**config.mk**
```make
export PLATFORM = sky130hd
export DESIGN_NAME = intsrc_ctl
export DESIGN_NICKNAME = d
export VERILOG_FILES = /design/src/rtl/intsrc_pkg.sv /design/src/rtl/intsrc_slot.sv /design/src/rtl/intsrc_pick.sv /design/src/rtl/intsrc_ctl.sv
export SDC_FILE = /design/constraint.sdc
export NUM_CORES = 1
export LEC_CHECK = 0
export ABC_AREA = 1
export BUFFER_PORTS_ARGS = -buffer_cell sky130_fd_sc_hd__buf_2
export CAP_MARGIN = 20
export CORE_ASPECT_RATIO = 0.6
export CORE_UTILIZATION = 40
export CTS_BUF_LIST = sky130_fd_sc_hd__clkbuf_2
export DETAILED_ROUTE_END_ITERATION = 10
export PLACE_DENSITY_LB_ADDON = 0.1
export SETUP_SLACK_MARGIN = 0.05
export SLEW_MARGIN = 20
export SYNTH_ARGS = -nofsm -noshare
export SYNTH_HDL_FRONTEND = slang
export SYNTH_SLANG_ARGS = --single-unit
```
**constraint.sdc**
```tcl
create_clock -name clk -period 1.8 [get_ports clk]
set_input_delay 0.36 -clock clk [delete_from_list [all_inputs] [get_ports clk]]
set_output_delay 0.36 -clock clk [all_outputs]
set_load 0.05 [all_outputs]
```
**src/rtl/intsrc_pkg.sv**
```systemverilog
package intsrc_pkg;

  typedef logic [7:0] prio_t;

  localparam prio_t PRIO_MASKED = 8'hFF;

  // Per-source retry flags; level sources use asserted/sent, message
  // sources use rejected/mpend.
  typedef struct packed {
    logic asserted;
    logic sent;
    logic rejected;
    logic mpend;
  } stat_t;

  function automatic logic is_masked(prio_t p);
    return p == PRIO_MASKED;
  endfunction

endpackage

```
**src/rtl/intsrc_slot.sv**
```systemverilog
module intsrc_slot
  import intsrc_pkg::*;
#(
  parameter int SRV_W  = 4,
  parameter bit IS_LVL = 1'b0
) (
  input  logic             clk,
  input  logic             rst_n,
  input  logic             lvl,
  input  logic             cfg_hit,
  input  logic [SRV_W-1:0] cfg_server,
  input  prio_t            cfg_prio,
  input  prio_t            cfg_saved,
  input  logic             rej_hit,
  input  logic             eoi_hit,
  input  logic             resend,
  input  logic             grant,
  output logic             pend,
  output logic             masked,
  output logic [SRV_W-1:0] server,
  output prio_t            prio,
  output prio_t            saved
);

  stat_t st_q, st_n;
  logic  pend_q, pend_n;
  prio_t prio_n;

  // Priority seen by this cycle's checks: a write in the same cycle wins.
  assign prio_n = cfg_hit ? cfg_prio : prio;

  generate
    if (IS_LVL) begin : g_lvl
      logic run_chk;
      always_comb begin
        st_n          = st_q;
        st_n.rejected = 1'b0;
        st_n.mpend    = 1'b0;
        pend_n        = pend_q & ~grant;
        run_chk       = cfg_hit | resend | (lvl != st_q.asserted);
        st_n.asserted = lvl;
        if (rej_hit || eoi_hit) st_n.sent = 1'b0;
        if (run_chk && !is_masked(prio_n) && st_n.asserted && !st_n.sent) begin
          st_n.sent = 1'b1;
          pend_n    = 1'b1;
        end
      end
    end else begin : g_msg
      always_comb begin
        st_n          = st_q;
        st_n.asserted = 1'b0;
        st_n.sent     = 1'b0;
        pend_n        = pend_q & ~grant;
        if (cfg_hit && st_q.mpend && !is_masked(prio_n)) begin
          st_n.mpend = 1'b0;
          pend_n     = 1'b1;
        end
        if (lvl) begin
          if (is_masked(prio_n)) st_n.mpend = 1'b1;
          else                   pend_n     = 1'b1;
        end
        if (rej_hit) st_n.rejected = 1'b1;
        if (resend && st_n.rejected) begin
          st_n.rejected = 1'b0;
          if (!is_masked(prio_n)) pend_n = 1'b1;
        end
      end
    end
  endgenerate

  // Configuration registers: clock enable is the write hit.
  always_ff @(posedge clk or negedge rst_n) begin
    if (!rst_n) begin
      prio   <= PRIO_MASKED;
      saved  <= PRIO_MASKED;
      server <= '0;
    end else if (cfg_hit) begin
      prio   <= cfg_prio;
      saved  <= cfg_saved;
      server <= cfg_server;
    end
  end

  always_ff @(posedge clk or negedge rst_n) begin
    if (!rst_n) begin
      st_q   <= '0;
      pend_q <= 1'b0;
    end else begin
      st_q   <= st_n;
      pend_q <= pend_n;
    end
  end

  assign pend   = pend_q;
  assign masked = is_masked(prio);

endmodule

```
**src/rtl/intsrc_pick.sv**
```systemverilog
module intsrc_pick #(
  parameter int N     = 8,
  parameter int IDX_W = 3
) (
  input  logic [N-1:0]     pend,
  output logic             any,
  output logic [IDX_W-1:0] sel
);

  // Scan from the top down so the lowest set index is the last to write.
  always_comb begin
    sel = '0;
    for (int i = N - 1; i >= 0; i--) begin
      if (pend[i]) sel = IDX_W'(i);
    end
  end

  assign any = |pend;

endmodule

```
**src/rtl/intsrc_ctl.sv**
```systemverilog
module intsrc_ctl
  import intsrc_pkg::*;
#(
  parameter int             NUM_SRC   = 8,
  parameter int             SRV_W     = 4,
  parameter int             NUM_W     = 12,
  parameter int             BASE      = 16,
  parameter logic [NUM_SRC-1:0] LEVEL_MAP = 8'hF0,
  localparam int            IDX_W     = (NUM_SRC > 1) ? $clog2(NUM_SRC) : 1
) (
  input  logic               clk,
  input  logic               rst_n,
  input  logic [NUM_SRC-1:0] src_in,
  input  logic               cfg_we,
  input  logic [IDX_W-1:0]   cfg_idx,
  input  logic [SRV_W-1:0]   cfg_server,
  input  logic [7:0]         cfg_prio,
  input  logic [7:0]         cfg_saved,
  input  logic               rej_valid,
  input  logic [NUM_W-1:0]   rej_num,
  input  logic               eoi_valid,
  input  logic [NUM_W-1:0]   eoi_num,
  input  logic               resend,
  output logic               req_valid,
  input  logic               req_ready,
  output logic [SRV_W-1:0]   req_server,
  output logic [NUM_W-1:0]   req_num,
  output logic [7:0]         req_prio,
  input  logic [IDX_W-1:0]   peek_idx,
  output logic [SRV_W-1:0]   peek_server,
  output logic [7:0]         peek_prio,
  output logic [7:0]         peek_saved
);

  localparam logic [NUM_W-1:0] BASE_V = NUM_W'(BASE);

  logic [NUM_SRC-1:0] pend_v, mask_v, gnt_v;
  logic [SRV_W-1:0]   srv_a   [NUM_SRC];
  prio_t              prio_a  [NUM_SRC];
  prio_t              saved_a [NUM_SRC];
  logic [IDX_W-1:0]   pick_sel;
  logic               pick_any;

  intsrc_pick #(.N(NUM_SRC), .IDX_W(IDX_W)) u_pick (
    .pend (pend_v),
    .any  (pick_any),
    .sel  (pick_sel)
  );

  assign req_valid = pick_any;

  generate
    for (genvar i = 0; i < NUM_SRC; i++) begin : g_src
      logic cfg_hit, rej_hit, eoi_hit;
      assign cfg_hit  = cfg_we    && (cfg_idx == IDX_W'(i));
      assign rej_hit  = rej_valid && (rej_num == NUM_W'(BASE + i));
      assign eoi_hit  = eoi_valid && (eoi_num == NUM_W'(BASE + i));
      assign gnt_v[i] = pick_any && req_ready && (pick_sel == IDX_W'(i));

      intsrc_slot #(.SRV_W(SRV_W), .IS_LVL(LEVEL_MAP[i])) u_slot (
        .clk        (clk),
        .rst_n      (rst_n),
        .lvl        (src_in[i]),
        .cfg_hit    (cfg_hit),
        .cfg_server (cfg_server),
        .cfg_prio   (cfg_prio),
        .cfg_saved  (cfg_saved),
        .rej_hit    (rej_hit),
        .eoi_hit    (eoi_hit),
        .resend     (resend),
        .grant      (gnt_v[i]),
        .pend       (pend_v[i]),
        .masked     (mask_v[i]),
        .server     (srv_a[i]),
        .prio       (prio_a[i]),
        .saved      (saved_a[i])
      );
    end
  endgenerate

  assign req_num    = BASE_V + NUM_W'(pick_sel);
  assign req_server = srv_a[pick_sel];
  assign req_prio   = prio_a[pick_sel];

  always_comb begin
    peek_server = '0;
    peek_prio   = '0;
    peek_saved  = '0;
    if (int'(peek_idx) < NUM_SRC) begin
      peek_server = srv_a[peek_idx];
      peek_prio   = prio_a[peek_idx];
      peek_saved  = saved_a[peek_idx];
    end
  end

endmodule

```
**Word level (Yosys, flattened, before mapping)**

Cells that the tools add are included.

- Word-level logic and storage cells: 270
- Bits in registers: 184

- Reductions and logical operators: 72
- Equal/unequal tests: 38
- Muxes and demuxes: 83
- Bitwise gates (word level): 26
- Add/subtract/negate cells: 1
- $lt $le $gt $ge: 2

Operators with widths:

| kind | count |
|---|---|
| 12-bit by 5-bit equality test with 1-bit output, second input constant | 12 |
| 8-bit two-way mux | 14 |
| 8-bit binary-select mux with 3-bit select | 3 |
| 8-bit equality test, second input constant | 8 |
| 1-bit logical AND | 53 |
| 1-bit two-way mux | 52 |
| 4-bit binary-select mux with 3-bit select | 2 |
| 3-bit equality test, second input constant | 8 |
| 3-bit two-way mux | 8 |
| 4-bit two-way mux | 4 |
| 3-bit by 2-bit equality test with 1-bit output, second input constant | 4 |
| 1-bit zero test | 12 |
| 1-bit bitwise AND | 8 |
| 4-bit greater-or-equal comparator, second input constant | 2 |
| 1-bit NOT | 8 |
| 3-bit NOT with 4-bit output | 2 |
| 1-bit bitwise OR | 8 |
| 8-bit OR reduction | 1 |
| 5-bit by 3-bit adder with 6-bit output, first input constant | 1 |
| 3-bit by 1-bit equality test with 1-bit output, second input constant | 2 |
| 3-bit zero test | 2 |
| 1-bit logical OR | 4 |
| 1-bit inequality test | 4 |

**Logic depth before layout (Yosys ltp)**

Gate-level depths: netlist of the first run.

- Depth after elaboration: 17
- Gate-level depth with buffers: 13
- Gate-level depth less buffers: 12

**Cells and area by module**

Synthesis of the first run repeated with hierarchy kept, for this count alone.

- Cells, all modules: 1808
- Area, all modules: 11697.5 µm²

Modules (own cells, without submodules):

| module | area an instance (µm²) | cells an instance | instances | sequential area each (µm²) |
|---|---|---|---|---|
| intsrc_slot at g_src[0].u_slot ... | 998.5 | 112 | 4 | 595.6 |
| intsrc_slot at g_src[4].u_slot ... | 979.7 | 108 | 4 | 595.6 |
| intsrc_ctl | 3686.0 | 906 | 1 | 0.0 |
| intsrc_pick | 98.8 | 22 | 1 | 0.0 |

**Least setup slack after synthesis of the first run**

No wires, ideal clock.

- Path type: input port to output port
- From: input peek_idx[0]
- To: output peek_prio[0]
- Path buffers: 2
- Slack: -0.561 ns
- Data arrival time: 2.001 ns
- Data required time: 1.440 ns
- Cell stages on the path: 6
- Cells stage by stage: clkbuf_1 > clkbuf_1 > nor2_1 > nor2_1 > o21ai_0 > a31oi_1

- Word-level cells in the longest chain between the ends: 4

Ends and longest elaborated chain:

| item | RTL line | RTL |
|---|---|---|
| start, declared | intsrc_ctl.sv:29 | `input logic [IDX_W-1:0] peek_idx,` |
| 3-bit NOT with 4-bit output (not written as such) | intsrc_ctl.sv:91 | `peek_prio = prio_a[peek_idx];` |
| 8-bit binary-select mux with 3-bit select | intsrc_ctl.sv:91 |  |
| 8-bit two-way mux (not written as such) (2 in series) | intsrc_ctl.sv:91 |  |
| end, declared | intsrc_ctl.sv:31 | `output logic [7:0] peek_prio,` |

No other way between the ends. The select of a mux whose other input is x is not followed.

**Worst setup path in the final report of the first run**

- From: register g_src[5].u_slot.pend_q
- To: output req_prio[4]

- Word-level cells in the longest chain between the ends: 10

Ends and longest elaborated chain:

| item | RTL line | RTL |
|---|---|---|
| start, declared | intsrc_slot.sv:26 | `logic pend_q, pend_n;` |
| start signal, assigned | intsrc_slot.sv:90 | `pend_q <= pend_n;` |
| 3-bit two-way mux (6 in series) | intsrc_pick.sv:14 | `if (pend[i]) sel = IDX_W'(i);` |
| 3-bit NOT with 4-bit output (not written as such) | intsrc_ctl.sv:83 | `assign req_prio = prio_a[pick_sel];` |
| 8-bit binary-select mux with 3-bit select | intsrc_ctl.sv:83 |  |
| 8-bit two-way mux (not written as such) (2 in series) | intsrc_ctl.sv:83 |  |
| end, declared | intsrc_ctl.sv:28 | `output logic [7:0] req_prio,` |

No other way between the ends. The select of a mux whose other input is x is not followed.

==> impl_metrics.toml, run 1 <==
[clocking]
numClockSinks = 184
clock_tree.buffer_depth = 2
cts_tree = "yes"
cts_buffers = 17
h-tree-depth = 4
cts_root_buf = "clkbuf_2"
clock_latency_ps = 900
clk_pin_slew_worst_paths_ps = 250

[worst_setup_path]
crit_path_start_kind = "register"
critPathKind = "register to output pin"
cp-end-kind = "output pin"
crit_arrival_ps = 2690
critPathMaxFanout = 8
required_ps = 1440

[routing]
wl_per_cell_um = 19.9
vias_per_cell = 5.41
drt_iter0_drc = 992
drt_first_pass_iters = 5
vias = 10600
drc_errors = 0
wl_mm = 39.0
drtAntennaViolNets = 0

[placement]
place_area_um2 = 12500
io_buffers = 100
gp_congestion = 0.914
dp_hpwl_mm = 26.8

[global_routing]
grt_util_all_layers = 0.314
grt_pass1_vias = 9618
grt_pass1_wl_mm = 58.5
grt_start_max_net_pins = 39
grt.overflow.total = 0
antenna_found_initial = 0

[timing]
fin_crit_sh = 1.70
setup_slack_ps = -1250
worst_pin_slew_ps = 630
finalCriticalPeriod_ps = 3050
hold_slack_ps = 1.32
rsz0062_at_grt = "true"
max_freq_ghz = 0.327
maxSlewViolCount = 0
maxSlewHeadroom = 0.580
setup_tns_ps = -34200
hold_violations = 0
setup_viol = 39
skew_ps = 43.5

[pwr]
switchingPower_mw = 4.65
clockPowerShare = 0.169
total_power_mw = 12.4
max-vdd-ir-drop_mv = 0.740
power_frac_seq = 0.469
p_per_area_nw_per_um2 = 833
p_int_mw = 7.72
p_leak_nw = 6.71
pwr-share-comb = 0.362
switching_share = 0.376

[yosys]
synth_top_area_frac = 0.340
synth.top_cells.by_count = "nand2_1, o21ai_0, nor2_1, dfstp_2, nand3_1"
synth_edf_count = 0
ys.flop_type = "dfstp_2"
ys_seq_area_frac = 0.481
yosys_warnings = 0
ys_ff_latch = 184
synth_area_um2 = 9900
yosysMostFrequentCell = "nand2_1"
yosysUniqueCellTypes = 32
yosysTopAreaCell = "dfstp_2"
async_reset_ff_frac = 1.00
synth_cells = 1307
avgSynthCellArea_um2 = 7.57
synth.area.top_cells = "dfstp_2, dfrtp_1, nand2_1"

[finish]
synthToLayoutAreaGrowth_pct = 49.9
design_area_um2 = 14800
layout-drive-gt1-share = 0.412
final_util = 0.613
nets = 1688
diodes = 0

[floorplanning]
start_util = 0.409
dieHeight_um = 124
dieWidth_um = 205
dieArea_um2 = 25400
rows = 44
pin_count = 110
coreArea_um2 = 24200

[run_status]
violations = "setup timing"
status = "finished, violations left"

[flow_run]
drv_cap = 0

[min_path]
min_path_type = "input port to register"
## cell usage in the layout (no fill, tap or decap), types with 9 or more instances in the layout
cell / synthesis / routed
a31oi_4: 0 / 20
buf_12: 0 / 30
buf_2: 22 / 62
buf_4: 9 / 172
buf_6: 2 / 32
buf_8: 0 / 24
clkbuf_2: 0 / 17
conb_1: 2 / 9
dfrtp_1: 56 / 56
dfstp_2: 128 / 128
dlygate4sd3_1: 0 / 59
inv_1: 94 / 84
inv_2: 3 / 11
nand2_1: 318 / 277
nand2_2: 8 / 29
nand2_4: 0 / 17
nand3_1: 97 / 59
nand3_2: 0 / 38
nand4_1: 55 / 55
nor2_1: 149 / 108
nor2_2: 3 / 39
o211ai_1: 20 / 20
o21ai_0: 192 / 185
o21ai_1: 17 / 22
o32ai_2: 0 / 15
## cells by family after synthesis
kind of cell / synth area share
other: 0.000759
buffers and inverters: 0.0816
AND/OR/NAND/NOR: 0.277
AO/OA/AOI/OAI: 0.160
flip-flops: 0.481
## metal layers
layer / up-vias / global-route usage / wire length, um
met5: - / 0 / 0
met1: 5104 / 0.503 / 19400
li1: 4997 / - / -
met2: 449 / 0.403 / 15300
met3: 34 / 0.0869 / 3830
met4: 0 / 0.0676 / 438
## critical path: stages, from the launching register on
cell     delay [ps]
dfrtp_1         460
nor2_1          140
nand2_2          90
a21oi_4         180
buf_12          160
buf_8           140
nand4_1         100
nand2_2         130
inv_2            40
nand3_2          70
nand2_2          60
nand2_4          90
buf_8           140
## cell type report
| type | instances | area, um2 |
|---|---|---|
| clock buffers | 17 | 85.1 |
| clock inverters | 15 | 129 |
| fillers | 2176 | 9380 |
| inverters | 99 | 379 |
| multi-input cells | 935 | 5410 |
| flip-flops and latches | 184 | 4760 |
| well taps | 322 | 403 |
| repair buffers | 386 | 3670 |
## metrics by stage
step                worst slack, ps  instances
detailed placement             -584       1818
global route                  -1420       1958
CTS                           -1260       1938
floorplan                     -17.4       1314
global placement               -610       1818
finish                        -1250       1958
## power by group through the flow
stage	sequential, mW	clock [mW]	combinational, mW
after global placement	5.83	0	3.50
final	5.81	2.09	4.48
after floorplan	5.62	0	2.14
after global routing	5.89	2.31	4.83
after detailed placement	5.82	0	3.55
after CTS	5.77	2.15	4.19
## registers in the layout (all words and copies together) (netlist names)
signal and cells:
g_src.u_slot.server 32, g_src.u_slot.saved 64, g_src.u_slot.st_q 16, g_src.u_slot.prio 64
g_src.u_slot.pend 8
## timing repair
item	in CTS	in global routing
gates cloned	5	1
hold buffers	58	4
buffers inserted	26	18
resized for setup	212	81
endpoints found under the setup margin	39	46
hold endpoints to repair	322	6
pin swaps	61	61
## final timing paths
kind | startpoint | to | cells past startpoint | slack (ps)
max | g_src[5].u_slot.pend | req_prio[4] | 12 | -1250
min | eoi_num[3] | g_src[5].u_slot.st_q[2] | 7 | 1
max reg2reg | g_src[1].u_slot.pend | g_src[7].u_slot.pend | 12 | -170
min reg2reg | g_src[5].u_slot.saved[5] | g_src[5].u_slot.saved[5] | 2 | 510
max in group asynchronous | rst_n | g_src[1].u_slot.server[0] | 3 | 720
min in group asynchronous | rst_n | g_src[1].u_slot.prio[5] | 2 | 220
(Power assumes the default switching activity.)
==> run 2: changes to the inputs <==
- SYNTH_HIERARCHICAL: default -> 1
==> impl_metrics.toml, run 2 <==
[floorplanning]
dieArea_um2 = 29600
coreArea_um2 = 27900
pin_count = 110
dieHeight_um = 134
rows = 47
dieWidth_um = 221
start_util = 0.413

[placement]
dp_hpwl_mm = 27.7
gp_congestion = 0.919
pre_cts_ws_ps = -423
io_buffers = 100
place_area_um2 = 13300
dpl.cell_count = 2269

[worst_setup_path]
r2r_slack_ps = -990
r2r-end = "g_src[3].u_slot/pend"
critPathMaxFanout = 7
crit_path_start_kind = "register"
crit_arrival_ps = 2730
crit_start = "g_src[6].u_slot/pend"
critPathKind = "register to output pin"
reg2reg_from = "g_src[1].u_slot/pend"
required_ps = 1440
reg2reg_depth = 22
cp-end-kind = "output pin"
endpoint = "req_prio[5]"

[routing]
vias = 11600
drt_iter0_drc = 1139
wl_mm = 40.4
drc_errors = 0
drtAntennaViolNets = 0
drt_first_pass_iters = 5
vias_per_cell = 4.80
wl_per_cell_um = 16.7

[finish]
final_cell_mix = "nand2_1, nand2_2, inv_1"
largest_registers = "g_src.u_slot/prio: 64 flops, g_src.u_slot/saved: 64 flops, g_src.u_slot/server: 32 flops"
nets = 2102
synthToLayoutAreaGrowth_pct = 35.9
design_area_um2 = 15700
final_util = 0.562
layout-drive-gt1-share = 0.400
fin_cells = 2417
layout_commonest_cell = "nand2_1"

[timing]
hold_violations = 0
maxSlewHeadroom = 0.490
maxSlewViolCount = 0
setup_viol = 44
setup_slack_ps = -1290
finalCriticalPeriod_ps = 3090
fin_crit_sh = 1.72
skew_ps = 31.4
max_freq_ghz = 0.323
worst_pin_slew_ps = 763
rsz0062_at_grt = "true"
setup_tns_ps = -34790

[run_status]
status = "finished, violations left"
violations = "setup timing"

[pwr]
pwr-share-comb = 0.369
power_frac_seq = 0.447
switching_share = 0.383
switchingPower_mw = 5.10
clockPowerShare = 0.184
max-vdd-ir-drop_mv = 0.415
p_int_mw = 8.21
p_per_area_nw_per_um2 = 849
p_leak_nw = 8.26

[yosys]
synth_cells = 1778
synth_area_um2 = 11500
avgSynthCellArea_um2 = 6.49
yosys_warnings = 6

[global_routing]
grt.overflow.total = 0
grt_start_max_net_pins = 43
grt_pass1_vias = 10500
grt_pass1_wl_mm = 62.2
grt_util_all_layers = 0.279
antenna_found_initial = 1

[clocking]
numClockSinks = 184
clock_latency_ps = 840
cts_tree = "yes"
clock_tree.buffer_depth = 2
cts_root_buf = "clkbuf_2"
cts_buffers = 17
clk_pin_slew_worst_paths_ps = 270
h-tree-depth = 4

[flow_run]
drv_cap = 0

[min_path]
min_path_type = "input port to register"
==> run 2: cell types whose count changed in the layout (fill, tap and decap cells not counted), moves of 54 or more <==
cell     change
inv_1       +74
nor2_1      -63
buf_4       -61
nand2_2    +225
nand4_1     -54
nand2_1    +561
o21ai_0    -181
==> run 2: layout make-up <==
type | count | area, um2
fillers | 2646 | 12200
multi-input cells | 1300 | 6130
flip-flops and latches | 184 | 4770
repair buffers | 322 | 3250
inverters | 212 | 813
well taps | 367 | 459
clock inverters | 12 | 171
clock buffers | 19 | 95.1
diodes | 1 | 2.50
==> run 2: how the worst min path moves through the flow <==
stage	startpoint	to	cells past startpoint
final	cfg_we	g_src[5].u_slot/prio[5]	6
after global routing	cfg_we	g_src[5].u_slot/prio[5]	6
after CTS	cfg_idx[2]	g_src[6].u_slot/prio[6]	6
after detailed placement	rst_n	g_src[1].u_slot/st_q[0]	1
after global placement	rst_n	g_src[1].u_slot/st_q[0]	1
after floorplan	rst_n	g_src[0].u_slot/pend	0
==> run 2: metrics by stage <==
step	hold WS (ps)	power (mW)
after global placement	379	9.73
after global routing	6.88	14.1
after CTS	5.05	13.0
after detailed placement	385	9.78
after floorplan	64.4	8.38
final	112	13.3
==> run 2: metal layers <==
layer	vias up	GRT usage	wire [um]
met2	408	0.373	15900
met1	5452	0.437	20200
li1	5711	-	-
met4	0	0.0587	531
met5	-	0	0
met3	32	0.0763	3810
==> run 2: critical path, cell delays in order, from the launching register on <==
cell and delay, ps:
dfrtp_1 440, inv_1 50, nand2_1 40, nand2_1 80, nand2_2 70, nand2_2 60, nand2_2 60, a21oi_4 190
buf_12 160, inv_12 60, clkbuf_16 150, nand2_1 50, nand2_1 50, nand2_1 50, nand2_1 70, nand2_2 80
nand2_4 70, buf_8 150
==> run 2: timing repair <==
item                       CTS  global route
gates cloned                 4             2
setup endpoints to repair   44            59
gates resized for setup    204           154
hold buffers                50             0
hold endpoints to repair   352             0
setup buffers               48            16
pin swaps                   78            95
==> run 2: power by group through the flow <==
stage	combinational [mW]	clock [mW]	sequential, mW
global route	5.40	2.69	6.02
global placement	3.77	0	5.97
finish	4.92	2.44	5.95
floorplan	2.72	0	5.66
detailed placement	3.83	0	5.95
CTS	4.59	2.54	5.87
